## src/rtl/tmr_pkg.sv

```systemverilog
package tmr_pkg;

  typedef enum logic [1:0] {
    MODE_PERIODIC     = 2'b00,
    MODE_WDOG         = 2'b01,
    MODE_EVENT        = 2'b10,
    MODE_PERIODIC_ALT = 2'b11
  } tmr_mode_e;

  typedef enum logic [1:0] {
    SRC_CORE     = 2'b00,
    SRC_PRESCALE = 2'b01,
    SRC_EXT      = 2'b10,
    SRC_CORE_ALT = 2'b11
  } tmr_src_e;

  // bit 4:3 source, bit 2:1 mode, bit 0 enable
  typedef struct packed {
    tmr_src_e  src;
    tmr_mode_e mode;
    logic      en;
  } tmr_ctrl_t;

  localparam int CTRL_W = $bits(tmr_ctrl_t);

  localparam logic [1:0] REG_LOAD  = 2'd0;
  localparam logic [1:0] REG_CTRL  = 2'd1;
  localparam logic [1:0] REG_DIV   = 2'd2;
  localparam logic [1:0] REG_COUNT = 2'd3;

endpackage

```

## src/rtl/tmr_prescaler.sv

```systemverilog
module tmr_prescaler #(
  parameter int DIV_W = 8
) (
  input  logic             clk,
  input  logic             rst,
  input  logic             en,
  input  logic             restart,
  input  logic [DIV_W-1:0] div,
  output logic             tick
);

  logic [DIV_W-1:0] phase_q;

  assign tick = en && (phase_q >= div);

  always_ff @(posedge clk) begin
    if (rst) begin
      phase_q <= '0;
    end else if (restart) begin
      phase_q <= '0;
    end else if (en) begin
      if (phase_q >= div) phase_q <= '0;
      else                phase_q <= phase_q + 1'b1;
    end
  end

  AST_PRE_RESTART: assert property (@(posedge clk) disable iff (rst)
    restart |=> (phase_q == '0));

  AST_PRE_HOLD: assert property (@(posedge clk) disable iff (rst)
    (!en && !restart) |=> $stable(phase_q));

endmodule

```

## src/rtl/tmr_edge_sync.sv

```systemverilog
module tmr_edge_sync (
  input  logic clk,
  input  logic rst,
  input  logic async_in,
  output logic rise
);

  logic [2:0] shift_q;

  always_ff @(posedge clk) begin
    if (rst) shift_q <= '0;
    else     shift_q <= {shift_q[1:0], async_in};
  end

  assign rise = shift_q[1] && !shift_q[2];

  AST_RISE_SINGLE: assert property (@(posedge clk) disable iff (rst)
    rise |=> !rise);

endmodule

```

## src/rtl/tmr_channel.sv

```systemverilog
module tmr_channel
  import tmr_pkg::*;
#(
  parameter int CNT_W = 16
) (
  input  logic             clk,
  input  logic             rst,
  input  logic             en,
  input  tmr_mode_e        mode,
  input  logic             tick,
  input  logic             load,
  input  logic [CNT_W-1:0] load_val,
  output logic [CNT_W-1:0] count,
  output logic [CNT_W-1:0] init_val,
  output logic             restart,
  output logic             irq,
  output logic             wdt
);

  logic [CNT_W-1:0] count_q, init_q;
  logic             irq_q, wdt_q;
  logic             periodic, step, at_end, expire;

  always_comb begin
    periodic = (mode == MODE_PERIODIC) || (mode == MODE_PERIODIC_ALT);
    step     = en && tick;
    at_end   = periodic ? (count_q <= CNT_W'(1)) : (count_q == CNT_W'(1));
    expire   = step && at_end && !load;
    restart  = load || (expire && periodic);
  end

  always_ff @(posedge clk) begin
    if (rst) begin
      count_q <= '0;
      init_q  <= '0;
      irq_q   <= 1'b0;
      wdt_q   <= 1'b0;
    end else begin
      irq_q <= expire && (mode != MODE_WDOG);
      if (expire && (mode == MODE_WDOG)) wdt_q <= 1'b1;
      if (load) begin
        count_q <= load_val;
        init_q  <= load_val;
      end else if (expire && periodic) begin
        count_q <= init_q;
      end else if (step && (count_q != '0)) begin
        count_q <= count_q - 1'b1;
      end
    end
  end

  assign count    = count_q;
  assign init_val = init_q;
  assign irq      = irq_q;
  assign wdt      = wdt_q;

  AST_RELOAD_VALUE: assert property (@(posedge clk) disable iff (rst)
    (irq_q && $past(periodic)) |-> (count_q == init_q));

  AST_WDT_STICKY: assert property (@(posedge clk) disable iff (rst)
    wdt_q |=> wdt_q);

  AST_FREEZE: assert property (@(posedge clk) disable iff (rst)
    (!en && !load) |=> $stable(count_q));

  AST_EVENT_FLOOR: assert property (@(posedge clk) disable iff (rst)
    ((mode == MODE_EVENT) && (count_q == '0) && !load) |=> (count_q == '0));

endmodule

```

## src/rtl/tmr_bank.sv

```systemverilog
module tmr_bank
  import tmr_pkg::*;
#(
  parameter int NUM_CH  = 4,
  parameter int CNT_W   = 16,
  parameter int DIV_W   = 8,
  parameter int NUM_PRE = 2,
  localparam int SEL_W  = $clog2(NUM_CH),
  localparam int ADDR_W = SEL_W + 2
) (
  input  logic              clk,
  input  logic              rst,
  input  logic              wr_en,
  input  logic [ADDR_W-1:0] addr,
  input  logic [CNT_W-1:0]  wdata,
  output logic [CNT_W-1:0]  rdata,
  input  logic [NUM_CH-1:0] ext_in,
  output logic [NUM_CH-1:0] irq,
  output logic              wdt_req
);

  logic [SEL_W-1:0] ch_sel;
  logic [1:0]       reg_sel;
  assign ch_sel  = addr[ADDR_W-1:2];
  assign reg_sel = addr[1:0];

  logic [NUM_CH-1:0][CNT_W-1:0]  cnt_vec, init_vec;
  logic [NUM_CH-1:0][CTRL_W-1:0] ctrl_vec;
  logic [NUM_CH-1:0][DIV_W-1:0]  div_vec;
  logic [NUM_CH-1:0]             wdt_vec;
  logic [CNT_W-1:0]              rd_next;

  for (genvar c = 0; c < NUM_CH; c++) begin : g_ch
    tmr_ctrl_t ctrl_q;
    logic      wr_hit, ext_rise, pre_tick, src_tick, restart;

    assign wr_hit = wr_en && (ch_sel == SEL_W'(c));

    always_ff @(posedge clk) begin
      if (rst)                               ctrl_q <= '0;
      else if (wr_hit && reg_sel == REG_CTRL) ctrl_q <= tmr_ctrl_t'(wdata[CTRL_W-1:0]);
    end
    assign ctrl_vec[c] = ctrl_q;

    tmr_edge_sync u_sync (
      .clk      (clk),
      .rst      (rst),
      .async_in (ext_in[c]),
      .rise     (ext_rise)
    );

    if (c < NUM_PRE) begin : g_pre
      logic [DIV_W-1:0] div_q;
      always_ff @(posedge clk) begin
        if (rst)                               div_q <= '0;
        else if (wr_hit && reg_sel == REG_DIV) div_q <= wdata[DIV_W-1:0];
      end
      assign div_vec[c] = div_q;

      tmr_prescaler #(.DIV_W(DIV_W)) u_pre (
        .clk     (clk),
        .rst     (rst),
        .en      (ctrl_q.en),
        .restart (restart),
        .div     (div_q),
        .tick    (pre_tick)
      );
    end else begin : g_nopre
      assign div_vec[c] = '0;
      assign pre_tick   = 1'b0;
    end

    always_comb begin
      if (ctrl_q.mode == MODE_EVENT) begin
        src_tick = ext_rise;
      end else begin
        case (ctrl_q.src)
          SRC_PRESCALE: src_tick = (c < NUM_PRE) ? pre_tick : 1'b1;
          SRC_EXT:      src_tick = ext_rise;
          default:      src_tick = 1'b1;
        endcase
      end
    end

    tmr_channel #(.CNT_W(CNT_W)) u_ch (
      .clk      (clk),
      .rst      (rst),
      .en       (ctrl_q.en),
      .mode     (ctrl_q.mode),
      .tick     (src_tick),
      .load     (wr_hit && (reg_sel == REG_LOAD)),
      .load_val (wdata),
      .count    (cnt_vec[c]),
      .init_val (init_vec[c]),
      .restart  (restart),
      .irq      (irq[c]),
      .wdt      (wdt_vec[c])
    );
  end

  always_comb begin
    case (reg_sel)
      REG_LOAD: rd_next = init_vec[ch_sel];
      REG_CTRL: rd_next = CNT_W'(ctrl_vec[ch_sel]);
      REG_DIV:  rd_next = CNT_W'(div_vec[ch_sel]);
      default:  rd_next = cnt_vec[ch_sel];
    endcase
  end

  always_ff @(posedge clk) begin
    if (rst) rdata <= '0;
    else     rdata <= rd_next;
  end

  assign wdt_req = |wdt_vec;

  AST_WDT_REQ_HOLD: assert property (@(posedge clk) disable iff (rst)
    wdt_req |=> wdt_req);

endmodule

```

## config.mk

```make
export PLATFORM = sky130hd
export DESIGN_NAME = tmr_bank
export DESIGN_NICKNAME = d
export VERILOG_FILES = /design/src/rtl/tmr_pkg.sv /design/src/rtl/tmr_prescaler.sv /design/src/rtl/tmr_edge_sync.sv /design/src/rtl/tmr_channel.sv /design/src/rtl/tmr_bank.sv
export SDC_FILE = /design/constraint.sdc
export NUM_CORES = 1
export LEC_CHECK = 0
export BUFFER_PORTS_ARGS = -buffer_cell sky130_fd_sc_hd__buf_2
export CAP_MARGIN = 20
export CORE_MARGIN = 2
export CORE_UTILIZATION = 40
export DETAILED_ROUTE_END_ITERATION = 8
export PLACE_DENSITY_LB_ADDON = 0.08
export SYNTH_ARGS = -nofsm -noshare
export SYNTH_HDL_FRONTEND = slang
export SYNTH_SLANG_ARGS = --single-unit
```

## constraint.sdc

```tcl
create_clock -name clk -period 3.5 [get_ports clk]
set_input_delay 1.05 -clock clk [delete_from_list [all_inputs] [get_ports clk]]
set_output_delay 1.05 -clock clk [all_outputs]
set_load 0.02 [all_outputs]
```

# After elaboration in Yosys (flattened, before gate mapping)
# Cells that the tools add are included.
# W data, S select, Z words.
[totals]
output_inout_bits = 21
register_bits = 216
[op_classes]
n_eq_ne = 31
magnitude_cmp = 7
mux = 35
n_reduce_logical = 79
addsub = 6
[ops]
columns = ["op", "n"]
rows = [
  ["$mux W16", 14],
  ["$bmux W16 S2", 2],
  ["$eq A16 B1 Y1 const B", 4],
  ["$le A16 B1 Y1 const B", 4],
  ["$reduce_bool A16 Y1", 4],
  ["$sub A16 B1 Y16 const B", 4],
  ["$logic_and A1 B1 Y1", 48],
  ["$pmux W16 S3", 1],
  ["$eq A2 B2 Y1 const B", 15],
  ["$mux W8", 3],
  ["$add A8 B1 Y8 const B", 2],
  ["$bmux W8 S2", 1],
  ["$eq A2 B1 Y1 const B", 8],
  ["$ge A8 B8 Y1", 2],
  ["$logic_not A2 Y1", 6],
  ["$reduce_bool A3 Y1", 4],
  ["$bmux W5 S2", 1],
  ["$mux W1", 10],
  ["$logic_not A1 Y1", 8],
  ["$ne A2 B1 Y1 const B", 4],
  ["$logic_or A1 B1 Y1", 6],
  ["$mux W5", 1],
  ["$pmux W1 S2", 2],
  ["$reduce_or A2 Y1", 2],
  ["other kinds (2)", 2],
]

# Longest topological paths before layout
# Gate-level depths: netlist (run 1).
[depth]
ltp_word = 10
depth_mapped = 10

# Cells and area by module
# A second synthesis (run 1) with hierarchy kept.
[unflattened]
hier_cells = 1412
hier_area_um2 = 12520.8
[by_module_without_submodules]
columns = ["module", "cells_per_inst", "instances", "area_per_inst_um2", "seq_area_each_um2"]
rows = [
  ["tmr_channel (g_ch[2].u_ch ...)", 232, 2, 1971.9, 680.7],
  ["tmr_channel (g_ch[0].u_ch ...)", 232, 2, 1873.0, 680.7],
  ["tmr_bank", 328, 1, 3234.4, 1041.0],
  ["tmr_prescaler", 64, 2, 623.1, 160.2],
  ["tmr_edge_sync", 7, 4, 87.6, 60.1],
]

# Worst setup path after synthesis (run 1)
# Ideal clock, no wire load.
[synth_path]
path_kind = "input port to flip-flop"
from = "input port addr[2]"
to = "register rdata[10]"
t_arrival_ns = 3.102
path_slack_ns = 0.270
required_ns = 3.372
cell_stages = 6
cell_sequence = "clkbuf_1 > buf_1 > clkbuf_1 > mux4_2 > a22oi_1 > nor2_1"
[synth_via]
elab_chain_len = 3
elab_cells_between_ends = 5
cone_classes = "mux (5)"
[synth_lines]
columns = ["item", "line_no", "text"]
rows = [
  ["from (decl)", "tmr_bank.sv:14", "input logic [ADDR_W-1:0] addr,"],
  ["$bmux W16 S2, on equally long branches", "tmr_bank.sv:106, tmr_bank.sv:103", ""],
  ["$mux W16, on equally long branches", "tmr_bank.sv:106, tmr_bank.sv:103", ""],
  ["$pmux W16 S3 *", "tmr_bank.sv:102", "case (reg_sel)"],
  ["to (signal assigned)", "tmr_bank.sv:112", "else rdata <= rd_next;"],
  ["to (decl)", "tmr_bank.sv:16", "output logic [CNT_W-1:0] rdata,"],
]
# Every way passes the cells marked *; elsewhere a longest branch is shown, timed or not. The select of a mux whose other input is x is not followed.
# A chain may end at the register's enable or synchronous reset.

# Final worst setup path (run 1)
[layout_path]
from = "register g_ch[0].g_pre.div_q[6]"
to = "register g_ch[0].g_pre.u_pre.phase_q[6]"
[layout_via]
elab_chain_len = 10
elab_cells_between_ends = 11
cone_classes = "order compare (1); mux (3); reduce/logical (7)"
[layout_lines]
columns = ["item", "line_no", "text"]
rows = [
  ["from (decl)", "tmr_bank.sv:53", "logic [DIV_W-1:0] div_q;"],
  ["from (signal assigned)", "tmr_bank.sv:56", "else if (wr_hit && reg_sel == REG_DIV) div_q <= wdata[DIV_W-1:0];"],
  ["$ge A8 B8 Y1 *", "tmr_prescaler.sv:14, tmr_prescaler.sv:22", ""],
  ["$logic_and A1 B1 Y1", "tmr_prescaler.sv:14", "assign tick = en && (phase_q >= div);"],
  ["$pmux W1 S2", "tmr_bank.sv:77", "case (ctrl_q.src)"],
  ["$mux W1", "tmr_bank.sv:74", "if (ctrl_q.mode == MODE_EVENT) begin"],
  ["$logic_and A1 B1 Y1", "tmr_channel.sv:26", "step = en && tick;"],
  ["$logic_and A1 B1 Y1 (2 in a row)", "tmr_channel.sv:28", "expire = step && at_end && !load;"],
  ["$logic_and A1 B1 Y1", "tmr_channel.sv:29", "restart = load || (expire && periodic);"],
  ["$logic_or A1 B1 Y1", "tmr_channel.sv:29", ""],
  ["$reduce_or A2 Y1 (no line)", "--", ""],
  ["to (signal assigned)", "tmr_prescaler.sv:23", "else phase_q <= phase_q + 1'b1;"],
  ["to (decl)", "tmr_prescaler.sv:12", "logic [DIV_W-1:0] phase_q;"],
]
# Every way passes the cells marked *; elsewhere a longest branch is shown, timed or not.

==> metrics.yaml, run 1 <==
totalNegativeSetupSlack_ps: 0
rows: 62
grt_pass1_vias: 9690
syn_area_per_cell_um2: 8.56
wl_per_cell_um: 22.2
yosys-top-cells-area: "dfxtp_1 37%, mux4_2 7.1%, nand2_1 5.4%"
core_um2: 28700
crit_path_start_kind: "register"
dr.pass1.iters: 5
grt_pass1_wl_mm: 60.6
n_antenna_cell: 0
fillCellCount: 2917
worst_pin_slew_ps: 976
end_kind: "register"
async_flop_share_pct: 0
power_leakage_nw: 5.03
hpwl_mm: 28.9
synth_top_area_share_pct: 37.0
start_util_pct: 40.7
die-area_um2: 30600
setup_viol: 0
fmax_mhz: 329
seq_area_frac_synth_pct: 37.0
post_cts_buffers: 0
wirelength_mm: 39.6
grt_max_degree: 181
vias_per_cell: 5.77
synth_ff_type: "dfxtp_1"
cts_sinks: 216
swShare_pct: 27.1
yosys.area.top_type: "dfxtp_1"
area_growth_pct: 13.6
slew_headroom_pct: 34.9
min_period_ps: 3040
p_per_area_nw_per_um2: 459
fin_nets: 1451
cts_tree: "built"
insertion_delay_ps: 540
holdWs_ps: 434
fin_skew_ps: 16.1
ant_nets: 0
final_util_pct: 46.2
clkPwrFrac_pct: 44.6
cts_inserted_buffers: 26
crit_type: "register to register"
yosysWarnings: 0
cts_max_level: 1
fin_cells: 1787
internal_power_w: 0.00444
total_power_w: 0.00609
final_hold_viol_count: 0
synth_area_um2: 11700
post-route-period-util_pct: 86.8
hp-class: "register to register"
clock-root-buffer: "clkbuf_16"
power.net_switching_w: 0.00165
synth_seq_cells: 216
vias: 10300
status: "complete, no violations"
report.final.slew_viol_count: 0
cp.required_ps: 3970
synth_fp_nets: 1430
die_h_um: 175
drive_above_1_share_pct: 14.0
synthCells: 1365
maxCapViolCount: 0
pin_count: 48
track_usage_pct: 25.9
portBuffers: 47
cts-hold-fix-buffers: 0
layout_commonest_cell: "dfxtp_1"
seqPwrFrac_pct: 42.4
clk_pin_slew_ps: 60
yosysUniqueCellTypes: 71
globalplace.congestion: 0.955
comb_power_share_pct: 13.1
drt_iter0_markers: 952
synth_edf_count: 0
cp_max_fo: 9
final_cell_mix: "216 x dfxtp_1, 167 x nand2_1, 156 x nor2_1, 94 x a21oi_1, 52 x mux2i_1"
antenna_found_initial: 0
chipWidth_um: 175
ir_worst_vdd_mv: 0.324
place_inst: 1740
grt-ovfl-total: 0
clockBufferDepth: 3
crit_arrival_ps: 3510
drc: 0
rsz0062_at_grt: "no"
cts-resized-gates: 0
-- per-layer routing --
metal  GRT usage (%)  vias to the layer above  routed length (µm)
li1                -                     4962                   -
met1            35.3                     4905               17500
met2            42.9                      366               18500
met3            2.48                       70                2130
met4            9.31                        0                1480
met5               0                        -                   0
-- final timing paths --
path                                                  to  cells after the start  slack (ps)                            startpoint
min                 g_ch[0].u_sync.shift_q[1]$_SDFF_PP0_                      1         430  g_ch[0].u_sync.shift_q[0]$_SDFF_PP0_
min reg2reg         g_ch[0].u_sync.shift_q[1]$_SDFF_PP0_                      1         430  g_ch[0].u_sync.shift_q[0]$_SDFF_PP0_
max          g_ch[0].g_pre.u_pre.phase_q[6]$_SDFFE_PP0P_                      9         460   g_ch[0].g_pre.div_q[6]$_SDFFE_PP0P_
max reg2reg  g_ch[0].g_pre.u_pre.phase_q[6]$_SDFFE_PP0P_                      9         460   g_ch[0].g_pre.div_q[6]$_SDFFE_PP0P_
-- through the flow --
| step | setup slack, ps | instance area (µm²) |
|---|---|---|
| 2_1_floorplan | 270 | 11700 |
| 6_report | 461 | 13300 |
| 3_3_place_gp | 417 | 12400 |
| 3_5_place_dp | 392 | 12400 |
| 4_1_cts | 473 | 13300 |
| 5_1_grt | 196 | 13300 |
-- critical path, stage by stage, from the launching register on --
cell	delay [ps]
dfxtp_1	330
inv_1	70
ha_1	300
and3_1	220
a221o_1	380
a311oi_1	310
buf_4	260
or3_1	400
nand4_1	470
nor2_1	220
-- area by class of cell --
| cell class | instances | area [µm²] | share of cell area [%] |
|---|---|---|---|
| Inverter | 47 | 176 | 1.33 |
| Tap cell | 384 | 480 | 3.62 |
| Clock inverter | 11 | 123 | 0.924 |
| Multi-Input combinational cell | 1001 | 6800 | 51.2 |
| Sequential cell | 216 | 4320 | 32.6 |
| Clock buffer | 34 | 731 | 5.50 |
| Timing Repair Buffer | 94 | 642 | 4.84 |
-- cells by family (layout without fill, tap and decap cells) --
group           Yosys count  after routing  share of synthesized area (%)
xor+xnor                 57             57                           4.27
compound gates          280            280                           15.9
fa+ha+maj                38             38                           4.07
buf+inv                 148            186                           4.99
mux                      93             93                           12.1
flops                   216            216                           37.0
simple gates            533            533                           21.7
-- state kept, by name, indices dropped and copies added (netlist names) --
name / cells
ctrl_vec: 20
g_ch.u_ch.wdt: 4
g_ch.g_pre.u_pre.phase_q: 16
rdata: 16
g_ch.u_sync.shift_q: 12
g_ch.g_pre.div_q: 16
g_ch.u_ch.irq: 4
g_ch.u_ch.init_val: 64
g_ch.u_ch.count: 64
-- Yosys cell counts, drive strengths merged (5+ instances only) --
cell type / number
dfxtp: 216
nand2: 167
nor2: 158
a21oi: 94
clkbuf: 84
mux2i: 52
inv: 47
o21ai: 42
ha: 38
mux4: 37
xnor2: 37
nand3: 32
nor3: 30
nor4: 30
nor2b: 22
or3: 22
a211oi: 20
xor2: 20
buf: 17
a22oi: 16
a311oi: 15
nand4: 14
or4: 13
o211ai: 12
a31oi: 9
and3: 8
nand2b: 7
nor3b: 7
o221ai: 7
o22ai: 7
o31ai: 7
a2111oi: 6
a21o: 6
a22o: 5
a41oi: 5
nand3b: 5
o41ai: 5
or2: 5
-- power groups by stage --
stage                     logic, W  registers, W  clock network (W)
after floorplan           0.000566       0.00260                  0
after global placement    0.000778       0.00264                  0
after detailed placement  0.000783       0.00264                  0
after CTS                 0.000787       0.00258            0.00276
after global routing      0.000875       0.00259            0.00287
final                     0.000795       0.00258            0.00271
Note: power is estimated with default switching activity, not from simulation.
==> run 2, diff against run 1 <==
- REMOVE_ABC_BUFFERS: default -> 1
==> run 2 against run 1 <==
  * Cell area grew 1.1%
  * Sequential share of layout area down 0.36 points
  * Worst setup slack worse by 21 ps
  * Highest routed layer unchanged
==> metrics.yaml, run 2 (synthesis results as in run 1) <==
cts_sinks: 216  # unchanged
cts-resized-gates: 0  # unchanged
final_cell_mix: "216 x dfxtp_1, 167 x nand2_1, 156 x nor2_1, 94 x a21oi_1, 53 x buf_4"
place_area_um2: 12500  # +0.52%
post-route-period-util_pct: 87.4  # +0.61 points
ir_worst_vdd_mv: 0.295  # -9.0%
wl_per_cell_um: 22.1  # -0.23%
globalplace.congestion: 0.955  # about the same
final_hold_viol_count: 0  # unchanged
area_growth_pct: 14.9
final_cell_area_um2: 13400  # +1.1%
fin_skew_ps: 11.3  # -4.85 ps
die-area_um2: 30600  # unchanged
dr_wl_met2_mm: 17.2  # -7.2%
r2r_setup_slack_ps: 440  # -20 ps
end_kind: "register"
pin_count: 48  # unchanged
total_power_w: 0.00639  # +5.0%
clockBufferDepth: 3  # unchanged
clk_pin_slew_ps: 60  # about the same
n_antenna_cell: 0  # unchanged
cp.required_ps: 3910  # -60 ps
dr.pass1.iters: 5  # unchanged
power.net_switching_w: 0.00165  # about the same
rows: 62  # unchanged
layout_commonest_cell: "dfxtp_1"
internal_power_w: 0.00475  # +6.8%
top_layer: "met4"
hpwl_mm: 29.3  # +1.5%
grt_pass1_wl_mm: 60.1  # -0.83%
slew_headroom_pct: 39.6  # +4.7 points
crit_type: "register to register"
drt_iter0_markers: 954  # +0.21%
vias_per_cell: 5.86  # +1.6%
comb_power_share_pct: 12.5  # -0.6 points
antenna_found_initial: 1  # +1
ant_nets: 0  # unchanged
fin_nets: 1460  # +0.62%
worst_pin_slew_ps: 898  # -77.9 ps
hp-class: "register to register"
portBuffers: 47  # unchanged
insertion_delay_ps: 540  # about the same
totalNegativeSetupSlack_ps: 0  # unchanged
pre_cts_ws_ps: 390  # -2.63 ps
p_per_area_nw_per_um2: 476  # +3.8%
swShare_pct: 25.8  # -1.3 points
clock-root-buffer: "clkbuf_16"
grt_pass1_vias: 9761  # +0.73%
dr_wl_met3_mm: 2.60  # +22%
track_usage_pct: 25.7  # -0.21 points
chipWidth_um: 175  # unchanged
rsz0062_at_grt: "no"
cts_tree: "built"
fmax_mhz: 327  # -0.70%
post_cts_buffers: 0  # unchanged
grt-ovfl-total: 0  # unchanged
cp_max_fo: 9  # unchanged
die_h_um: 175  # unchanged
seqPwrFrac_pct: 40.4  # -2.0 points
core_um2: 28700  # unchanged
grt_max_degree: 54  # -70%
setup_viol: 0  # unchanged
report.final.slew_viol_count: 0  # unchanged
power_leakage_nw: 5.10  # +1.4%
setup_ws_ps: 439  # -21.4 ps
status: "complete, no violations"
start_util_pct: 40.7  # unchanged
clkPwrFrac_pct: 47.1  # +2.5 points
vias: 10500  # +2.0%
cts_max_level: 1  # unchanged
crit_arrival_ps: 3470  # -40 ps
min_period_ps: 3060  # +21.4 ps
drc: 0  # unchanged
cts-hold-fix-buffers: 0  # unchanged
cts_inserted_buffers: 27  # +3.8%
maxCapViolCount: 0  # unchanged
wl_met1_mm: 19.0  # +8.3%
crit_path_start_kind: "register"
drive_above_1_share_pct: 14.5  # +0.49 points
wirelength_mm: 39.7  # +0.21%
[run 2: changes by cell type in the layout (fill, tap and decap cells not counted), sizes merged]
cell | before | now
bufinv | 2 | 5
buf | 93 | 102
clkbuf | 35 | 37
clkinv | 8 | 2
[run 2: area by class of cell]
type | count | area [µm²]
well taps | 384 | 480
inverters | 47 | 176
fillers | 2818 | 15300
clock inverters | 8 | 168
clock buffers | 37 | 783
repair buffers | 102 | 694
multi-input cells | 1001 | 6800
flip-flops and latches | 216 | 4320
[run 2: worst paths after layout]
check	cells past startpoint	endpoint	startpoint
setup reg to reg	9	g_ch[0].u_ch.count[2]$_SDFFE_PP0P_	ctrl_vec[3]$_SDFFE_PP0P_
hold / removal	2	g_ch[2].u_sync.shift_q[2]$_SDFF_PP0_	g_ch[2].u_sync.shift_q[1]$_SDFF_PP0_
setup / recovery	9	g_ch[0].u_ch.count[2]$_SDFFE_PP0P_	ctrl_vec[3]$_SDFFE_PP0P_
hold reg to reg	2	g_ch[2].u_sync.shift_q[2]$_SDFF_PP0_	g_ch[2].u_sync.shift_q[1]$_SDFF_PP0_
[run 2: critical path: stages, from the launching register on]
cell       delay (ps)
dfxtp_1           450
inv_1              80
ha_1              300
nor2_1             50
o22ai_1           410
nand2_1           220
o31ai_2           700
buf_4             300
nor2_1             50
a2111oi_0         390
[run 2: power groups by stage]
stage               registers (W)  logic, W  clock network (W)
detailed placement        0.00263  0.000789                  0
CTS                       0.00258  0.000794            0.00306
global placement          0.00263  0.000790                  0
floorplan                 0.00261  0.000486                  0
global route              0.00259  0.000870            0.00316
finish                    0.00258  0.000799            0.00301
[run 2: routing by layer]
metal	vias to the layer above	track usage, %
met5	-	0
met4	0	7.08
met3	56	4.13
met2	366	38.7
met1	5105	38.0
li1	4986	-
[run 2: per-stage QoR]
step | hold slack (ps) | cells | utilization (%)
after floorplan | 413 | 1264 | -
final | 435 | 1795 | 46.8
after global routing | 446 | 1795 | 46.8
after detailed placement | 427 | 1750 | 43.5
after global placement | 417 | 1750 | 43.5
after CTS | 439 | 1795 | 46.8
==> run 3, diff against run 2 <==
- GPL_TIMING_DRIVEN: default -> 0
- clock period: 3.5 -> 2.6 ns (I/O delays scaled with it)
==> run 3 against run 2 <==
  * The run now ends with negative setup slack left
  * Register-to-register slack worse by 470 ps
  * Utilization rose by 1.8 points
  * Critical path depth decreased by 3
  * Flip-flop and latch count unchanged
  * Cell area increased by 3.9%
  * Critical endpoint is now g_ch[0].u_ch.count[4]$_SDFFE_PP0P_
  * Largest power group unchanged
==> metrics.yaml, run 3 (synthesis results as in run 1) <==
insertion_delay_ps: 540  # about the same
cts_max_level: 1  # unchanged
core_um2: 28700  # unchanged
worst_pin_slew_ps: 1040  # +141 ps
area_growth_pct: 19.4
violations: "negative setup slack"
post-route-period-util_pct: 101  # +14 points
crit_type: "register to register"
final_hold_viol_count: 0  # unchanged
portBuffers: 47  # unchanged
layout_commonest_cell: "dfxtp_1"
dr_wl_met3_mm: 2.57  # -1.4%
wirelength_mm: 38.5  # -3.1%
ant_nets: 0  # unchanged
fin_cells: 1798  # +0.17%
place_inst: 1707  # -2.5%
clk_pin_slew_ps: 60  # about the same
setup_viol: 3  # +3
vias_per_cell: 5.87  # +0.28%
wl_per_cell_um: 21.4  # -3.3%
total_power_w: 0.00852  # +33%
maxCapViolCount: 0  # unchanged
hpwl_mm: 27.0  # -8.0%
fin_skew_ps: 7.61  # -3.66 ps
slew_headroom_pct: 30.5  # -9.1 points
grt-ovfl-total: 0  # unchanged
antenna_found_initial: 1  # unchanged
clockBufferDepth: 3  # unchanged
track_usage_pct: 24.5  # -1.2 points
pin_count: 48  # unchanged
drive_above_1_share_pct: 19.0  # +4.6 points
fillCellCount: 2804  # -0.50%
grt_pass1_wl_mm: 57.8  # -3.8%
p_per_area_nw_per_um2: 611  # +28%
top_layer: "met4"
start_util_pct: 40.7  # unchanged
drc: 0  # unchanged
grt_pass1_vias: 9559  # -2.1%
dr_wl_met2_mm: 16.9  # -1.7%
cp_max_fo: 6  # -3
crit_arrival_ps: 3070  # -400 ps
rsz0062_at_grt: "yes"
status: "finished with violations"
vias: 10600  # +0.45%
fmax_mhz: 380  # +16%
cts_sinks: 216  # unchanged
min_period_ps: 2630  # -431 ps
final_cell_mix: "207 x dfxtp_1, 164 x nand2_1, 152 x nor2_1, 93 x a21oi_1, 52 x mux2i_1"
die_h_um: 175  # unchanged
grt_max_degree: 114  # +110%
report.final.slew_viol_count: 0  # unchanged
fin_nets: 1459  # -0.068%
setup_ws_ps: -29.8  # -469 ps
ir_worst_vdd_mv: 0.477  # +62%
hp-class: "register to register"
globalplace.congestion: 0.897  # -6.1%
rows: 62  # unchanged
dr.pass1.iters: 5  # unchanged
chipWidth_um: 175  # unchanged
crit_path_start_kind: "register"
drt_iter0_markers: 1057  # +11%
clock-root-buffer: "clkbuf_16"
power_leakage_nw: 5.20  # +1.9%
cp.required_ps: 3040  # -870 ps
end_kind: "register"
cts_tree: "built"
die-area_um2: 30600  # unchanged
wl_met1_mm: 17.7  # -6.7%
cts_inserted_buffers: 27  # unchanged
run 3: path summary, 6_finish.rpt:
kind,slack (ps),end,startpoint,cells past startpoint
setup / recovery,-30,g_ch[0].u_ch.count[4]$_SDFFE_PP0P_,g_ch[0].u_ch.count[5]$_SDFFE_PP0P_,6
hold reg to reg,440,g_ch[0].u_sync.shift_q[1]$_SDFF_PP0_,g_ch[0].u_sync.shift_q[0]$_SDFF_PP0_,1
setup reg to reg,-30,g_ch[0].u_ch.count[4]$_SDFFE_PP0P_,g_ch[0].u_ch.count[5]$_SDFFE_PP0P_,6
hold / removal,440,g_ch[0].u_sync.shift_q[1]$_SDFF_PP0_,g_ch[0].u_sync.shift_q[0]$_SDFF_PP0_,1
run 3: stage by stage:
stage          setup TNS (ps)  util [%]  cell area [µm²]  hold slack (ps)  setup slack [ps]
6_report                -63.4      48.6            13900              437             -29.8
5_1_grt                  -344      48.6            13900              451             -96.0
4_1_cts                  -509      47.3            13600              435              -113
3_5_place_dp          -144980      42.6            12200              427             -1590
3_3_place_gp          -409710      41.8            12000              415             -3360
2_1_floorplan          -25530         -            11300              413              -857
run 3: layer usage:
metal / global-route usage (%) / vias up
met5: 0 / -
met4: 9.03 / 0
met3: 3.81 / 69
met2: 36.3 / 391
met1: 35.9 / 5104
li1: - / 4996
run 3: worst max-delay path, stage by stage (launching register included):
cell	delay, ps
dfxtp_4	340
or4_4	530
or3_4	360
or3_4	390
or3_4	420
mux2_4	320
a311oi_2	180
run 3: repair_timing:
item                       in CTS  in global routing
pin swaps                      22                 17
gates cloned                    0                  1
hold buffers                    0                  0
setup endpoints to repair     129                 66
gates resized for setup        47                 52
buffers inserted               27                 14
run 3: area by class of cell:
class	instances	area [µm²]	area share, %
Tap cell	384	480	3.45
Timing Repair inverter	1	7.51	0.0538
Timing Repair Buffer	100	803	5.76
Inverter	47	180	1.29
Sequential cell	216	4340	31.1
Clock inverter	15	205	1.47
Antenna cell	1	2.50	0.0179
Clock buffer	33	698	5.01
Multi-Input combinational cell	1001	7220	51.8
run 3: power by group:
| group | internal [W] | total, W | switching (W) |
|---|---|---|---|
| clock network | 0.00239 | 0.00389 | 0.00149 |
| registers | 0.00338 | 0.00348 | 0.0000962 |
| logic | 0.000485 | 0.00116 | 0.000672 |
| total | 0.00626 | 0.00852 | 0.00226 |
